## src/rtl/rtc_irq_pkg.sv

```systemverilog
package rtc_irq_pkg;

  // Register select
  localparam logic ADDR_CTRL = 1'b0;
  localparam logic ADDR_STAT = 1'b1;

  // Control register bit positions
  localparam int CTRL_RATE_LO = 0;
  localparam int CTRL_RATE_HI = 1;
  localparam int CTRL_MASK    = 2;
  localparam int CTRL_PULSE   = 3;
  localparam int CTRL_W       = 4;

  // Status register bit positions
  localparam int STAT_FLAG = 0;
  localparam int STAT_ADJ  = 1;

  typedef enum logic [1:0] {
    RATE_FAST = 2'b00,
    RATE_SEC  = 2'b01,
    RATE_MIN  = 2'b10,
    RATE_HOUR = 2'b11
  } rate_e;

  // Strobes from control to datapath
  typedef struct packed {
    logic              ctrlLoad;
    logic [CTRL_W-1:0] ctrlData;
    logic              flagSet;
    logic              flagClr;
    logic              adjStart;
    logic              roundUp;
  } ctrl_strobe_t;

endpackage

```

## src/rtl/rtc_irq_ctrl.sv

```systemverilog
module rtc_irq_ctrl
  import rtc_irq_pkg::*;
#(
  parameter int DATA_W   = 8,
  parameter int SEC_W    = 6,
  parameter int HALF_MIN = 30
) (
  input  logic              wrEn,
  input  logic              regAddr,
  input  logic [DATA_W-1:0] wrData,
  input  logic              tick64,
  input  logic              tickSec,
  input  logic              minRoll,
  input  logic              hourRoll,
  input  logic [SEC_W-1:0]  secCount,
  input  rate_e             rateSel,
  input  logic              adjBusy,
  output ctrl_strobe_t      strb
);

  localparam int NUM_SRC = 4;
  localparam logic [SEC_W-1:0] HALF_VAL = SEC_W'(HALF_MIN);

  logic [NUM_SRC-1:0] srcVec;
  logic               ctrlWrite;
  logic               statWrite;

  always_comb begin
    srcVec[RATE_FAST] = tick64;
    srcVec[RATE_SEC]  = tickSec;
    srcVec[RATE_MIN]  = minRoll;
    srcVec[RATE_HOUR] = hourRoll;
  end

  assign ctrlWrite = wrEn && (regAddr == ADDR_CTRL);
  assign statWrite = wrEn && (regAddr == ADDR_STAT);

  always_comb begin
    strb          = '0;
    strb.ctrlLoad = ctrlWrite;
    strb.ctrlData = wrData[CTRL_W-1:0];
    strb.flagSet  = srcVec[rateSel];
    strb.flagClr  = statWrite && !wrData[STAT_FLAG];
    strb.adjStart = statWrite && wrData[STAT_ADJ] && !adjBusy;
    strb.roundUp  = strb.adjStart && (secCount >= HALF_VAL);
  end

endmodule

```

## src/rtl/rtc_irq_dpath.sv

```systemverilog
module rtc_irq_dpath
  import rtc_irq_pkg::*;
#(
  parameter int DATA_W       = 8,
  parameter int ADJ_CYCLES   = 31250,
  parameter int PULSE_CYCLES = 16
) (
  input  logic              clk,
  input  logic              rstN,
  input  ctrl_strobe_t      strb,
  input  logic              oscRun,
  input  logic              regAddr,
  input  logic              cntReq,
  output rate_e             rateSel,
  output logic              adjBusy,
  output logic              irqFlag,
  output logic              maskBit,
  output logic              irqOut,
  output logic              cntGrant,
  output logic              adjSecClear,
  output logic              adjMinCarry,
  output logic [DATA_W-1:0] rdData
);

  localparam int BUSY_W  = $clog2(ADJ_CYCLES + 1);
  localparam int PULSE_W = $clog2(PULSE_CYCLES + 1);

  logic [CTRL_W-1:0] ctrlReg;
  logic [BUSY_W-1:0] busyCnt;
  logic              pulseActive;

  // Control register
  always_ff @(posedge clk or negedge rstN) begin
    if (!rstN)              ctrlReg <= '0;
    else if (strb.ctrlLoad) ctrlReg <= strb.ctrlData;
  end

  assign rateSel = rate_e'(ctrlReg[CTRL_RATE_HI:CTRL_RATE_LO]);
  assign maskBit = ctrlReg[CTRL_MASK];

  // Sticky request flag, clear wins
  always_ff @(posedge clk or negedge rstN) begin
    if (!rstN)             irqFlag <= 1'b0;
    else if (strb.flagClr) irqFlag <= 1'b0;
    else if (strb.flagSet) irqFlag <= 1'b1;
  end

  // Pulse generator: counter or single flop depending on width
  generate
    if (PULSE_CYCLES > 1) begin : g_pulseCnt
      logic [PULSE_W-1:0] pulseCnt;
      always_ff @(posedge clk or negedge rstN) begin
        if (!rstN)              pulseCnt <= '0;
        else if (strb.flagSet)  pulseCnt <= PULSE_W'(PULSE_CYCLES);
        else if (pulseCnt != 0) pulseCnt <= pulseCnt - 1'b1;
      end
      assign pulseActive = (pulseCnt != 0);
    end else begin : g_pulseFlop
      logic pulseQ;
      always_ff @(posedge clk or negedge rstN) begin
        if (!rstN) pulseQ <= 1'b0;
        else       pulseQ <= strb.flagSet;
      end
      assign pulseActive = pulseQ;
    end
  endgenerate

  always_comb begin
    if (maskBit)                  irqOut = 1'b0;
    else if (ctrlReg[CTRL_PULSE]) irqOut = pulseActive;
    else                          irqOut = irqFlag;
  end

  // Adjust window counter, frozen while oscillator stopped
  always_ff @(posedge clk or negedge rstN) begin
    if (!rstN)                        busyCnt <= '0;
    else if (strb.adjStart)           busyCnt <= BUSY_W'(ADJ_CYCLES);
    else if (busyCnt != 0 && oscRun)  busyCnt <= busyCnt - 1'b1;
  end

  assign adjBusy  = (busyCnt != 0);
  assign cntGrant = cntReq && !adjBusy;

  // Rounding strobes
  always_ff @(posedge clk or negedge rstN) begin
    if (!rstN) begin
      adjSecClear <= 1'b0;
      adjMinCarry <= 1'b0;
    end else begin
      adjSecClear <= strb.adjStart;
      adjMinCarry <= strb.roundUp;
    end
  end

  // Read mux
  always_comb begin
    rdData = '0;
    if (regAddr == ADDR_CTRL) begin
      rdData[CTRL_W-1:0] = ctrlReg;
    end else begin
      rdData[STAT_FLAG] = irqFlag;
      rdData[STAT_ADJ]  = adjBusy;
    end
  end

endmodule

```

## src/rtl/rtc_irq_adjust.sv

```systemverilog
module rtc_irq_adjust
  import rtc_irq_pkg::*;
#(
  parameter int DATA_W       = 8,
  parameter int SEC_W        = 6,
  parameter int HALF_MIN     = 30,
  parameter int ADJ_CYCLES   = 31250,
  parameter int PULSE_CYCLES = 16
) (
  input  logic              clk,
  input  logic              rstN,
  input  logic              tick64,
  input  logic              tickSec,
  input  logic              minRoll,
  input  logic              hourRoll,
  input  logic              oscRun,
  input  logic [SEC_W-1:0]  secCount,
  input  logic              wrEn,
  input  logic              regAddr,
  input  logic [DATA_W-1:0] wrData,
  output logic [DATA_W-1:0] rdData,
  input  logic              cntReq,
  output logic              cntGrant,
  output logic              cntBlocked,
  output logic              irqOut,
  output logic              adjSecClear,
  output logic              adjMinCarry
);

  ctrl_strobe_t strb;
  rate_e        rateSel;
  logic         adjBusy;
  logic         irqFlag;
  logic         maskBit;

  rtc_irq_ctrl #(
    .DATA_W  (DATA_W),
    .SEC_W   (SEC_W),
    .HALF_MIN(HALF_MIN)
  ) u_ctrl (
    .wrEn    (wrEn),
    .regAddr (regAddr),
    .wrData  (wrData),
    .tick64  (tick64),
    .tickSec (tickSec),
    .minRoll (minRoll),
    .hourRoll(hourRoll),
    .secCount(secCount),
    .rateSel (rateSel),
    .adjBusy (adjBusy),
    .strb    (strb)
  );

  rtc_irq_dpath #(
    .DATA_W      (DATA_W),
    .ADJ_CYCLES  (ADJ_CYCLES),
    .PULSE_CYCLES(PULSE_CYCLES)
  ) u_dpath (
    .clk        (clk),
    .rstN       (rstN),
    .strb       (strb),
    .oscRun     (oscRun),
    .regAddr    (regAddr),
    .cntReq     (cntReq),
    .rateSel    (rateSel),
    .adjBusy    (adjBusy),
    .irqFlag    (irqFlag),
    .maskBit    (maskBit),
    .irqOut     (irqOut),
    .cntGrant   (cntGrant),
    .adjSecClear(adjSecClear),
    .adjMinCarry(adjMinCarry),
    .rdData     (rdData)
  );

  assign cntBlocked = adjBusy;

endmodule

```

## config.mk

```make
export PLATFORM = sky130hd
export DESIGN_NAME = rtc_irq_adjust
export DESIGN_NICKNAME = d
export VERILOG_FILES = /design/src/rtl/rtc_irq_pkg.sv /design/src/rtl/rtc_irq_ctrl.sv /design/src/rtl/rtc_irq_dpath.sv /design/src/rtl/rtc_irq_adjust.sv
export SDC_FILE = /design/constraint.sdc
export NUM_CORES = 1
export LEC_CHECK = 0
export BUFFER_PORTS_ARGS = -buffer_cell sky130_fd_sc_hd__buf_2
export CORE_MARGIN = 5
export CORE_UTILIZATION = 51
export CTS_CLUSTER_DIAMETER = 80
export DETAILED_ROUTE_END_ITERATION = 7
export HOLD_SLACK_MARGIN = 0.1
export PLACE_DENSITY_LB_ADDON = 0.08
export SLEW_MARGIN = 20
export SYNTH_ARGS = -nofsm -noshare
export SYNTH_HDL_FRONTEND = slang
export SYNTH_SLANG_ARGS = --single-unit
```

## constraint.sdc

```tcl
create_clock -name clk -period 2.9 [get_ports clk]
set_clock_uncertainty 0.2 [all_clocks]
set_input_delay 0.29 -clock clk [delete_from_list [all_inputs] [get_ports clk]]
set_output_delay 0.29 -clock clk [all_outputs]
set_load 0.01 [all_outputs]
```

Word-level counts from Yosys, hierarchy flattened
Cells that the tools add are included.
{"block": "word_totals", "reg_bits": 27, "latch_bits": 0, "mem_bits_rw": 0, "romBits": 0, "output_inout_bits": 13, "wordCells": 38, "n_memories": 0}
{"block": "classes", "addsub": 2, "n_mul": 0, "div_mod_pow": 0, "magnitude_cmp": 2, "eq_ne": 0, "n_shift": 0, "n_mux": 12, "bitwise": 1, "n_reduce_logical": 15}
{"cell": "$mux 15", "n": 2}
{"cell": "$reduce_bool 15->1", "n": 1}
{"cell": "$sub 15x1->15 const B", "n": 1}
{"cell": "$mux 5", "n": 2}
{"cell": "$logic_and 1x1->1", "n": 8}
{"cell": "$ge 6x5->1 const B", "n": 1}
{"cell": "$reduce_bool 2->1", "n": 3}
{"cell": "$mux 1", "n": 5}
{"cell": "$reduce_bool 5->1", "n": 1}
{"cell": "$sub 5x1->5 const B", "n": 1}
{"cell": "$mux 2", "n": 2}
{"cell": "$lt 2x3->1 const B", "n": 1}
{"cell": "$bmux 1 s2", "n": 1}
{"cell": "$logic_not 1->1", "n": 2}
{"cell": "$not 1->1", "n": 1}

Logic depth before layout (Yosys ltp)
{"block": "logic_depth", "depth_word": 4, "mapped_depth": 9}

Modules after synthesis
Synthesis repeated with hierarchy kept, for this count alone.
{"block": "unflattened", "cells_unflattened": 159, "hier_area_um2": 1567.8}
{"mod": "rtc_irq_dpath", "instances": 1, "cells_each": 147, "area_per_inst_um2": 1468.9, "seq_area_each_um2": 675.6}
{"mod": "rtc_irq_ctrl", "instances": 1, "cells_each": 12, "area_per_inst_um2": 98.8, "seq_area_each_um2": 0.0}

Worst setup path before layout
Ideal clock, no wire load.
{"block": "synth_path", "path_kind": "register -> register", "start": "register u_dpath.busyCnt[2]", "end": "register u_dpath.busyCnt[9]", "t_arrival_ps": 1860, "t_required_ps": 2569, "slack_ps": 709, "path_stages_with_launch": 5, "period_less_slack_ps": 2191, "path_cell_list": "dfrtp_1 > or4_4 > or3_4 > o31a_1 > or3_1"}
{"block": "synth_via", "elab_chain_len": 4, "word_cells_on_any_way": 8, "classes_between": "add/sub (1); mux (2); reduce/logical (5)"}
{"item": "from (decl)", "line_no": "rtc_irq_dpath.sv:29", "rtl": "logic [BUSY_W-1:0] busyCnt;"}
{"item": "from (signal assigned)", "line_no": "rtc_irq_dpath.sv:77", "rtl": "else if (strb.adjStart) busyCnt <= BUSY_W'(ADJ_CYCLES);"}
{"item": "from (signal assigned)", "line_no": "rtc_irq_dpath.sv:78", "rtl": "else if (busyCnt != 0 && oscRun) busyCnt <= busyCnt - 1'b1;"}
{"item": "parallel branches: the longest is 4 deep, another holds $sub 15x1->15"}
Parallel ways; which one is timed is not known. The select of a mux whose other input is x is not followed.
A chain may end at the register's enable or synchronous reset.

Worst setup path after layout
{"block": "layout_path", "start": "register u_dpath.busyCnt[10]", "end": "output port rdData[1]"}
{"block": "layout_via", "elab_chain_len": 2}
{"item": "$reduce_bool 15->1", "line_no": "rtc_irq_dpath.sv:81", "rtl": "assign adjBusy = (busyCnt != 0);"}
{"item": "$mux 2", "line_no": "rtc_irq_dpath.sv:98", "rtl": "if (regAddr == ADDR_CTRL) begin"}
{"item": "to (decl)", "line_no": "rtc_irq_adjust.sv:21", "rtl": "output logic [DATA_W-1:0] rdData,"}
No other way between the ends.

==> impl_results.rst <==
.. list-table::
   :header-rows: 1

   * - Metric
     - Value
   * - Net switching component of the power
     - 482 uW
   * - First element of the critical path
     - u_dpath.busyCnt[10]$_DFFE_PN0P_
   * - Power density over cell area
     - 753 mW/mm2
   * - DR iter-0 viols
     - 24
   * - CTS tree
     - yes
   * - Highest Signal Layer
     - met4
   * - Utilization after layout
     - a little over three fifths
   * - Core Region
     - roughly 0.0027 mm2
   * - Number of input and output port buffers inserted
     - 27
   * - Clock-pin slew of the registers on the worst-case setup and hold paths
     - between 150 and 200 ps
   * - Async set or reset register ratio after synthesis
     - 100%
   * - Starting density of the core
     - a little over half
   * - Type of the tightest min-delay check
     - in -> reg
   * - Count of vias placed by the detailed router
     - around 1,100
   * - Origin of the critical flop-to-flop path
     - u_dpath.busyCnt[2]$_DFFE_PN0P_
   * - Crit-path max FO
     - 5
   * - Worst setup path endpoint
     - rdData[1]
   * - Number of buffers on the longest clock path
     - 2
   * - Number of top-level pins
     - 37
   * - Total congestion overflow
     - 0
   * - Row count
     - 19
   * - Maximum number of pins on one net before global-route repair
     - 28
   * - Area growth syn-to-layout
     - 20.9%
   * - EDFF count, synth
     - 0
   * - Post-synth top flop
     - dfrtp_1
   * - Sequential cell area fraction in the yosys report
     - 48.2%
   * - Count of clock tree sinks
     - 27
   * - Library cell used as clock root buffer
     - clkbuf_4
   * - Max VDD drop
     - 0.538 mV
   * - First-pass iteration count of the detailed router
     - 4
   * - Achievable clock frequency
     - 387 MHz
   * - Post-layout net count
     - 204
   * - Overall routing resource usage
     - 15.3%
   * - Wirelength, routed
     - roughly 2800 um
   * - Final period demand of the worst path
     - 2590 ps
   * - Antenna diodes
     - 0
   * - Setup Buffers After CTS
     - 0
   * - Average vias per placed instance
     - between 5 and 6
   * - Warnings, synthesis
     - 0
   * - Critical path startpoint category
     - register
   * - RSZ-0062 raised after global routing
     - false
   * - DIE AREA
     - 0.00390 mm2
   * - Total clock buffers created by CTS
     - 3
   * - Most common cell in the netlist
     - dfrtp_1
   * - DRC errors left
     - 0
   * - Die width
     - 62.4 um
   * - Clock insertion delay at the later pin of the skew report
     - 330 ps
   * - Met3 Wirelength
     - 127 um
   * - WL met2
     - 1290 um
   * - Class of the most critical setup path
     - reg -> out
   * - Sequential share of power
     - 51.1%
   * - Overall Power
     - 1280 uW
   * - H-Tree Depth
     - 1
   * - Number of synthesized register bits
     - 27
   * - Post-synthesis cell area
     - 0.00140 mm2
   * - Aggregate negative setup slack
     - 0 ps
   * - Worst Max-Slew Pin Slew
     - 589 ps
   * - Number of slew-limit violations in the final report
     - 0
   * - Placer Congestion
     - 0.791
   * - Standby leakage power
     - 0.000787 uW
   * - Number of nets with antenna violations after detailed routing
     - 0
   * - Via count of the first global-routing pass
     - between 1,000 and 1,500
   * - Die boundary height
     - 62.4 um
   * - Sw Share
     - approximately 38%
   * - Data arrival, critical path
     - roughly 2100 ps
   * - Setup Viol. Count Final
     - 0
   * - Synth cell types
     - 38
   * - Worst EP required
     - around 2400 ps
   * - Depth of the worst register-to-register path
     - 4
   * - Cell accounting for the most synthesized area
     - dfrtp_1
   * - Post-synthesis instance total
     - between 100 and 150
   * - Fraction of synthesized cell area taken by the top area cell type
     - between 40% and 50%
   * - Worst slew margin relative to its limit
     - between 60% and 70%
   * - Part of the power in the clock network
     - 13.5%
   * - Wire length of the first global-routing pass
     - 4950 um
   * - Period Utilization, post-route
     - 89.2%
   * - Fraction of layout instances using a drive strength above 1
     - 26.0%
   * - Total of max-cap violations
     - 0
   * - R2r endpoint
     - u_dpath.busyCnt[9]$_DFFE_PN0P_
   * - Fin. Hold Viols
     - 0
   * - Worst hold slack after final layout
     - a little over 200 ps
   * - Number of antenna violations at the first check in global routing
     - 0
   * - R2R Setup Slk
     - 620 ps
   * - Leading cell types by total area after synthesis
     - dfrtp_1, mux2_2, nand3_1
   * - Average wire per cell in the routed design
     - between 10 and 15 um
   * - Cell types with the highest counts after synthesis
     - dfrtp_1, nor2_1, nand3_1
   * - Kind of end point of the critical path
     - output port
   * - Internal portion of total power
     - 795 uW
   * - Post-synthesis average cell area
     - 10.2 um2
   * - Logic pwr share
     - 35.4%
   * - Met1 routed wirelength after detailed routing
     - 1380 um
   * - Fill cell instance count of the final layout
     - 255
   * - Placed wire-length estimate after detailed placement
     - 2090 um
   * - Result of the run
     - completed
==> routing by layer <==
layer	up-vias	global-route usage, %
met1	543	20.2
met5	-	0
met2	28	24.0
met3	4	3.24
li1	568	-
met4	0	6.90
==> power by group through the flow <==
stage	clock (uW)	combinational (uW)	sequential [uW]
floorplan	0	355	621
global placement	0	428	651
detailed placement	0	443	660
CTS	181	458	652
global route	198	517	672
finish	172	452	653
==> cell type report <==
class | instances | area (um2) | share of cell area [%]
Clock buffer | 3 | 22.5 | 1.33
Timing Repair Buffer | 39 | 250 | 14.8
Inverter | 7 | 26.3 | 1.55
Clock inverter | 1 | 7.51 | 0.443
Tap cell | 31 | 38.8 | 2.29
Multi-Input combinational cell | 100 | 674 | 39.8
Sequential cell | 27 | 676 | 39.9
==> cell usage in the layout (no fill, tap or decap), types with 3 or more instances in the layout <==
master	Yosys	layout
buf_2	0	27
dfrtp_1	27	27
nor2_1	10	10
dlygate4sd3_1	0	10
nand3_1	8	8
inv_1	7	7
nor3_1	7	7
nor2b_1	6	6
mux2_2	6	6
nand2_1	6	6
o21ai_0	5	5
nor4_1	4	4
or3_1	4	4
xor2_1	4	4
conb_1	1	4
xnor2_1	3	3
or4_1	3	3
clkbuf_4	0	3
==> critical path, cell delays in order, from the launching register on <==
cell and delay (ps):
dfrtp_1 450, nor4_1 500, and4_1 300, inv_1 100
mux2_2 280, buf_2 140
==> cell families after synthesis <==
group	count (synthesis)	synth area share, %
flops	27	48.2
xor+xnor	7	4.37
compound gates	18	8.92
other cells	1	0.267
mux	8	7.14
simple gates	61	24.8
fa+ha+maj	2	1.78
buf+inv	13	4.55
==> worst min path at each step <==
stage,from,to,cells after the start
2_1_floorplan,rstN,u_dpath.adjMinCarry$_DFF_PN0_,0
3_3_place_gp,rstN,u_dpath.busyCnt[7]$_DFFE_PN0P_,1
3_5_place_dp,rstN,u_dpath.busyCnt[7]$_DFFE_PN0P_,1
4_1_cts,regAddr,u_dpath.irqFlag$_DFFE_PN0P_,3
5_1_grt,tick64,u_dpath.g_pulseCnt.pulseCnt[2]$_DFFE_PN0P_,3
6_report,tick64,u_dpath.g_pulseCnt.pulseCnt[3]$_DFFE_PN0P_,3
==> per-stage QoR <==
step,cell area [um2],std cells,worst slack (ps)
finish,1700,208,313
global route,1700,208,100
CTS,1690,207,297
detailed placement,1570,194,638
global placement,1570,194,660
floorplan,1410,140,709
==> what timing repair did <==
action | 4_1_cts | 5_1_grt
resized for setup | 0 | 0
hold endpoints to repair | 34 | 1
hold buffers | 9 | 1
==> state kept, by name, indices dropped and copies added, names as in the netlist <==
register,flops
u_dpath.irqFlag,1
u_dpath.g_pulseCnt.pulseCnt,5
u_dpath.adjSecClear,1
u_dpath.busyCnt,15
u_dpath.ctrlReg,4
u_dpath.adjMinCarry,1
No activity file was read; power rests on OpenSTA's default activity.
